<file path="config.mk">
export PLATFORM = sky130hd
export DESIGN_NAME = dual_phase_start_gen
export DESIGN_NICKNAME = d
export VERILOG_FILES = /design/src/rtl/dpsc_pkg.sv /design/src/rtl/sync_fall_det.sv /design/src/rtl/rate_monitor.sv /design/src/rtl/phase_router.sv /design/src/rtl/start_divider.sv /design/src/rtl/dual_phase_start_gen.sv
export SDC_FILE = /design/constraint.sdc
export NUM_CORES = 1
export LEC_CHECK = 0
export BUFFER_PORTS_ARGS = -buffer_cell sky130_fd_sc_hd__buf_2
export CAP_MARGIN = 20
export CORE_MARGIN = 2
export CORE_UTILIZATION = 45
export DETAILED_ROUTE_END_ITERATION = 10
export HOLD_SLACK_MARGIN = 0.12
export PLACE_DENSITY = 0.75
export SLEW_MARGIN = 5
export SYNTH_ARGS = -nofsm -noshare
export SYNTH_HDL_FRONTEND = slang
export SYNTH_SLANG_ARGS = --single-unit
</file>
<file path="constraint.sdc">
create_clock -name clk -period 4.2 [get_ports clk]
set_clock_uncertainty 0.15 [all_clocks]
set_input_delay 0.42 -clock clk [delete_from_list [all_inputs] [get_ports clk]]
set_output_delay 0.42 -clock clk [all_outputs]
set_load 0.005 [all_outputs]
</file>
<file path="src/rtl/dpsc_pkg.sv">
package dpsc_pkg;
    localparam int NCH = 2;
    typedef enum logic {
        TIMING_INT = 1'b0,
        TIMING_EXT = 1'b1
    } timing_e;
endpackage

</file>
<file path="src/rtl/sync_fall_det.sv">
module sync_fall_det #(
    parameter int STAGES = 2
) (
    input  logic clk,
    input  logic rst_n,
    input  logic sync_in,
    output logic fall_o
);
    typedef struct packed {
        logic [STAGES:0] sh;
    } state_t;

    state_t q, d;

    always_comb begin
        d = q;
        d.sh = {q.sh[STAGES-1:0], sync_in};
    end

    // oldest sampled bit high, next one low: a falling edge
    assign fall_o = q.sh[STAGES] & ~q.sh[STAGES-1];

    always_ff @(posedge clk) begin
        if (!rst_n) q <= '{sh: '1};
        else        q <= d;
    end
endmodule

</file>
<file path="src/rtl/rate_monitor.sv">
module rate_monitor
    import dpsc_pkg::*;
#(
    parameter int EDGE_LIMIT  = 22,
    parameter int GOOD_NEEDED = 2
) (
    input  logic    clk,
    input  logic    rst_n,
    input  logic    fall_i,
    output timing_e mode_o,
    output logic    to_ext_o,
    output logic    to_int_o
);
    localparam int GW  = $clog2(EDGE_LIMIT + 1);
    localparam int GCW = $clog2(GOOD_NEEDED + 1);
    localparam logic [GW-1:0]  GAP_MAX  = GW'(EDGE_LIMIT);
    localparam logic [GCW-1:0] GOOD_TOP = GCW'(GOOD_NEEDED - 1);

    typedef struct packed {
        logic [GW-1:0]  gap;
        logic [GCW-1:0] good;
        timing_e        mode;
    } state_t;

    state_t q, d;
    logic   in_range;

    always_comb begin
        d        = q;
        to_ext_o = 1'b0;
        to_int_o = 1'b0;
        in_range = (q.gap < GAP_MAX);

        if (fall_i)             d.gap = '0;
        else if (q.gap != GAP_MAX) d.gap = q.gap + 1'b1;

        case (q.mode)
            TIMING_INT: begin
                if (fall_i) begin
                    if (!in_range) begin
                        d.good = '0;
                    end else if (q.good == GOOD_TOP) begin
                        d.good   = '0;
                        d.mode   = TIMING_EXT;
                        to_ext_o = 1'b1;
                    end else begin
                        d.good = q.good + 1'b1;
                    end
                end
            end
            default: begin
                d.good = '0;
                if (q.gap == GAP_MAX) begin
                    d.mode   = TIMING_INT;
                    to_int_o = 1'b1;
                end
            end
        endcase
    end

    assign mode_o = q.mode;

    always_ff @(posedge clk) begin
        if (!rst_n) q <= '{gap: GAP_MAX, good: '0, mode: TIMING_INT};
        else        q <= d;
    end
endmodule

</file>
<file path="src/rtl/phase_router.sv">
module phase_router
    import dpsc_pkg::*;
(
    input  logic           clk,
    input  logic           rst_n,
    input  timing_e        mode_i,
    input  logic           to_ext_i,
    input  logic           to_int_i,
    input  logic           fall_i,
    input  logic           osc_tick,
    output logic [NCH-1:0] event_o
);
    typedef struct packed {
        logic ext_sel;
        logic osc_sel;
    } state_t;

    state_t q, d;

    always_comb begin
        d       = q;
        event_o = '0;

        if (to_ext_i) begin
            d.ext_sel = 1'b0;
        end else if (mode_i == TIMING_EXT && fall_i && !to_int_i) begin
            event_o[q.ext_sel] = 1'b1;
            d.ext_sel          = ~q.ext_sel;
        end

        if (to_int_i) begin
            d.osc_sel = 1'b0;
        end else if (mode_i == TIMING_INT && osc_tick) begin
            event_o[q.osc_sel] = 1'b1;
            d.osc_sel          = ~q.osc_sel;
        end
    end

    always_ff @(posedge clk) begin
        if (!rst_n) q <= '{ext_sel: 1'b0, osc_sel: 1'b0};
        else        q <= d;
    end
endmodule

</file>
<file path="src/rtl/start_divider.sv">
module start_divider #(
    parameter int DIV = 3
) (
    input  logic clk,
    input  logic rst_n,
    input  logic event_i,
    input  logic slow_i,
    output logic start_o
);
    localparam int CW = $clog2(DIV);
    localparam logic [CW-1:0] CNT_TOP = CW'(DIV - 1);

    typedef struct packed {
        logic [CW-1:0] cnt;
        logic          start;
    } state_t;

    state_t q, d;

    always_comb begin
        d       = q;
        d.start = 1'b0;
        if (event_i) begin
            if (slow_i) begin
                d.start = (q.cnt == '0);
                d.cnt   = (q.cnt == CNT_TOP) ? '0 : q.cnt + 1'b1;
            end else begin
                d.start = 1'b1;
                d.cnt   = '0;
            end
        end
    end

    assign start_o = q.start;

    always_ff @(posedge clk) begin
        if (!rst_n) q <= '{cnt: '0, start: 1'b0};
        else        q <= d;
    end
endmodule

</file>
<file path="src/rtl/dual_phase_start_gen.sv">
module dual_phase_start_gen
    import dpsc_pkg::*;
#(
    parameter int EDGE_LIMIT  = 22,
    parameter int GOOD_NEEDED = 2,
    parameter int SYNC_STAGES = 2,
    parameter int SLOW_DIV    = 3
) (
    input  logic           clk,
    input  logic           rst_n,
    input  logic           sync_in,
    input  logic           osc_tick,
    input  logic [NCH-1:0] slow_req,
    output logic [NCH-1:0] start_pulse,
    output logic           ext_active
);
    logic           fall;
    timing_e        mode;
    logic           to_ext;
    logic           to_int;
    logic [NCH-1:0] chan_event;

    sync_fall_det #(.STAGES(SYNC_STAGES)) i_fall (
        .clk(clk), .rst_n(rst_n), .sync_in(sync_in), .fall_o(fall)
    );

    rate_monitor #(.EDGE_LIMIT(EDGE_LIMIT), .GOOD_NEEDED(GOOD_NEEDED)) i_rate (
        .clk(clk), .rst_n(rst_n), .fall_i(fall),
        .mode_o(mode), .to_ext_o(to_ext), .to_int_o(to_int)
    );

    phase_router i_route (
        .clk(clk), .rst_n(rst_n), .mode_i(mode), .to_ext_i(to_ext),
        .to_int_i(to_int), .fall_i(fall), .osc_tick(osc_tick),
        .event_o(chan_event)
    );

    for (genvar c = 0; c < NCH; c++) begin : g_chan
        start_divider #(.DIV(SLOW_DIV)) i_div (
            .clk(clk), .rst_n(rst_n), .event_i(chan_event[c]),
            .slow_i(slow_req[c]), .start_o(start_pulse[c])
        );
    end

    assign ext_active = (mode == TIMING_EXT);
endmodule

</file>
==> impl_metrics.yaml <==
synth:
  ys_seq_area_share_pct: 42.0
  netlist_instances: 100
  yosys_warnings: 0
  synthTopCellsByArea: "dfxtp_1 42%, o21ai_0 5.0%, mux2i_1 4.4%, nand2_1 4.1%, nand2b_1 3.5%"
  postSynthAreaPerCell_um2: 9.05
  syn-num-nets: 108
  ys_ff_latch: 19
  yosys.area.top_type_share_pct: 42.0
  netlist-cell-type-count: 35
  synth.cell_area_um2: 905
  yosys.area.top_type: "dfxtp_1"
place:
  port_buffers: 8
  place_area_um2: 940
  dp_hpwl_um: 1090
  place.gp.congestion: 0.699
routing:
  drt.antenna.violating_nets: 0
  drt_first_pass_iters: 4
  via_per_inst: 5.39
  drc: 0
  drt_iter0_drc: 12
  via_count: 717
  totalWireLength_um: 1560
  wl_per_cell_um: 11.8
clocking:
  cts_tree: "done"
  cts-root-buf: "clkbuf_4"
  cts_max_level: 1
  cts-buffers-inserted: 3
  clkLatencyLatePin_ns: 0.31
  numClockSinks: 19
  cts_resized: 0
  clockBufferDepth: 2
  path_clk_slew_ns: 0.11
  cts_hold_repair.buffers: 0
  cts_setup_buffers: 0
global_route:
  grt.overflow.total: 0
  antenna_found_initial: 0
  grt_pass1_wl_um: 2790
  grt_use_total_pct: 15.4
  grt_pass1_vias: 623
  grt_max_degree: 22
sta:
  period_share_pct: 40.3
  rsz0062_at_grt: "false"
  maxSlewViolCount: 0
  max_freq_mhz: 591
  worstMarginPinSlew_ns: 0.536
  fin_crit_ns: 1.69
  slew_headroom_pct: 64.2
  setup_viol: 0
  final_hold_viol_count: 0
  tns_ns: 0
pwr:
  power_mw: 0.452
  power_density_nw_per_um2: 468
  vdd.ir_drop.worst_mv: 0.308
  leakage_nw: 0.388
finish:
  fin_area_um2: 967
  fillers: 202
  fin_nets: 115
  area_growth_pct: 6.92
  antenna_cells: 0
  drive_gt1_share_pct: 15.1
floorplanning:
  fp-row-count: 16
  pin_count: 9
  die_w_um: 48.8
  die_y_um: 48.8
  placeableCoreArea_um2: 1920
  initial_core_util_pct: 47.1
  die_area_um2: 2380
status:
  outcome: "finished clean"
worst_setup_path:
  cp.arrival_ns: 1.78
  critical_path_class: "flop to flop"
  worstSetupEndpointType: "flop"
  required_ns: 4.29
  crit_fanout: 9
  cp-start-kind: "flop"
hold_path:
  min_path_type: "input port to flop"
flow_run:
  drv_cap: 0
==> worst paths after layout <==
path | from | endpoint | slack [ns] | cells past startpoint
min | sync_in | i_fall.q[0] | 0.14 | 2
min reg2reg | i_fall.q[0] | i_fall.q[1] | 0.27 | 1
max | i_fall.q[2] | g_chan[1].i_div.q[2] | 2.51 | 4
max reg2reg | i_fall.q[2] | g_chan[1].i_div.q[2] | 2.51 | 4
==> layout by cell type, fill, tap and decap left out, types with 2 or more instances in the layout <==
cell      count
nor2b_1       2
o21ai_1       2
dfxtp_1      19
nand2b_1      5
buf_2         8
nor2_1        6
nor3_1        2
clkbuf_4      3
nand4b_1      2
and3_1        2
nand2_1      10
ha_1          2
nand3_1       6
o21ai_0       9
a21oi_1       5
mux2i_1       4
inv_1         2
==> logic make-up after synthesis <==
group | Yosys count | share of synthesized area, %
compound gates | 23 | 16.0
xor+xnor | 2 | 1.94
fa+ha+maj | 2 | 2.77
buf+inv | 8 | 5.12
flops | 19 | 42.0
mux | 4 | 4.43
simple gates | 42 | 27.7
==> layout make-up <==
cell class,count,area (um^2),share of cell area [%]
Sequential cell,19,380,39.3
Timing Repair Buffer,8,40.0,4.14
Clock buffer,3,22.5,2.33
Inverter,2,7.51,0.776
Tap cell,27,33.8,3.49
Multi-Input combinational cell,73,478,49.4
Clock inverter,1,5.00,0.517
==> worst max-delay path, cell delays in order (launching register included) <==
cell,delay (ns)
dfxtp_1,0.35
nor2b_1,0.46
nand3_1,0.17
o21ai_1,0.26
mux2i_1,0.23
==> Yosys cell counts (all sizes together) <==
library cell / instances
and4b: 1
nand4b: 3
dfxtp: 19
o211ai: 1
mux2i: 4
nand3b: 1
and3b: 1
buf: 4
and2: 1
o21bai: 1
nor2: 6
inv: 2
xor2: 1
nor3b: 1
clkbuf: 2
nand2b: 5
nor2b: 2
and3: 2
nor3: 2
o21a: 1
o21ai: 11
a21boi: 1
nand3: 6
ha: 2
nand2: 11
a31oi: 1
xnor2: 1
a21oi: 5
o32a: 1
o22ai: 1
==> power by group <==
group	switching (mW)	internal, mW	total [mW]	leakage [nW]
clock network	0.0601	0.0356	0.0957	0.0177
registers	0.0253	0.201	0.226	0.156
logic	0.0720	0.0587	0.131	0.215
total	0.157	0.295	0.452	0.388
==> through the flow <==
stage,hold slack (ns),util [%],cells,worst slack [ns]
3_3_place_gp,0.244,48.9,129,2.58
4_1_cts,0.136,50.3,133,2.51
2_1_floorplan,0.236,-,100,2.66
3_5_place_dp,0.247,48.9,129,2.53
6_report,0.139,50.3,133,2.51
5_1_grt,0.125,50.3,133,2.31
==> sequential cells by signal, summed over array words and instances, names as in the netlist <==
register / cells
g_chan.i_div.start_o: 2
i_rate.mode_o: 1
g_chan.i_div.q: 4
i_fall.q: 3
i_rate.q: 7
i_route.q: 2
==> routing by layer <==
metal	GRT usage, %	wire length [um]	up-vias
li1	-	-	363
met1	18.9	750	332
met2	23.5	693	17
met3	6.44	91	5
met4	7.14	28	0
met5	0	0	-
Power figures use the tool's default switching activity.
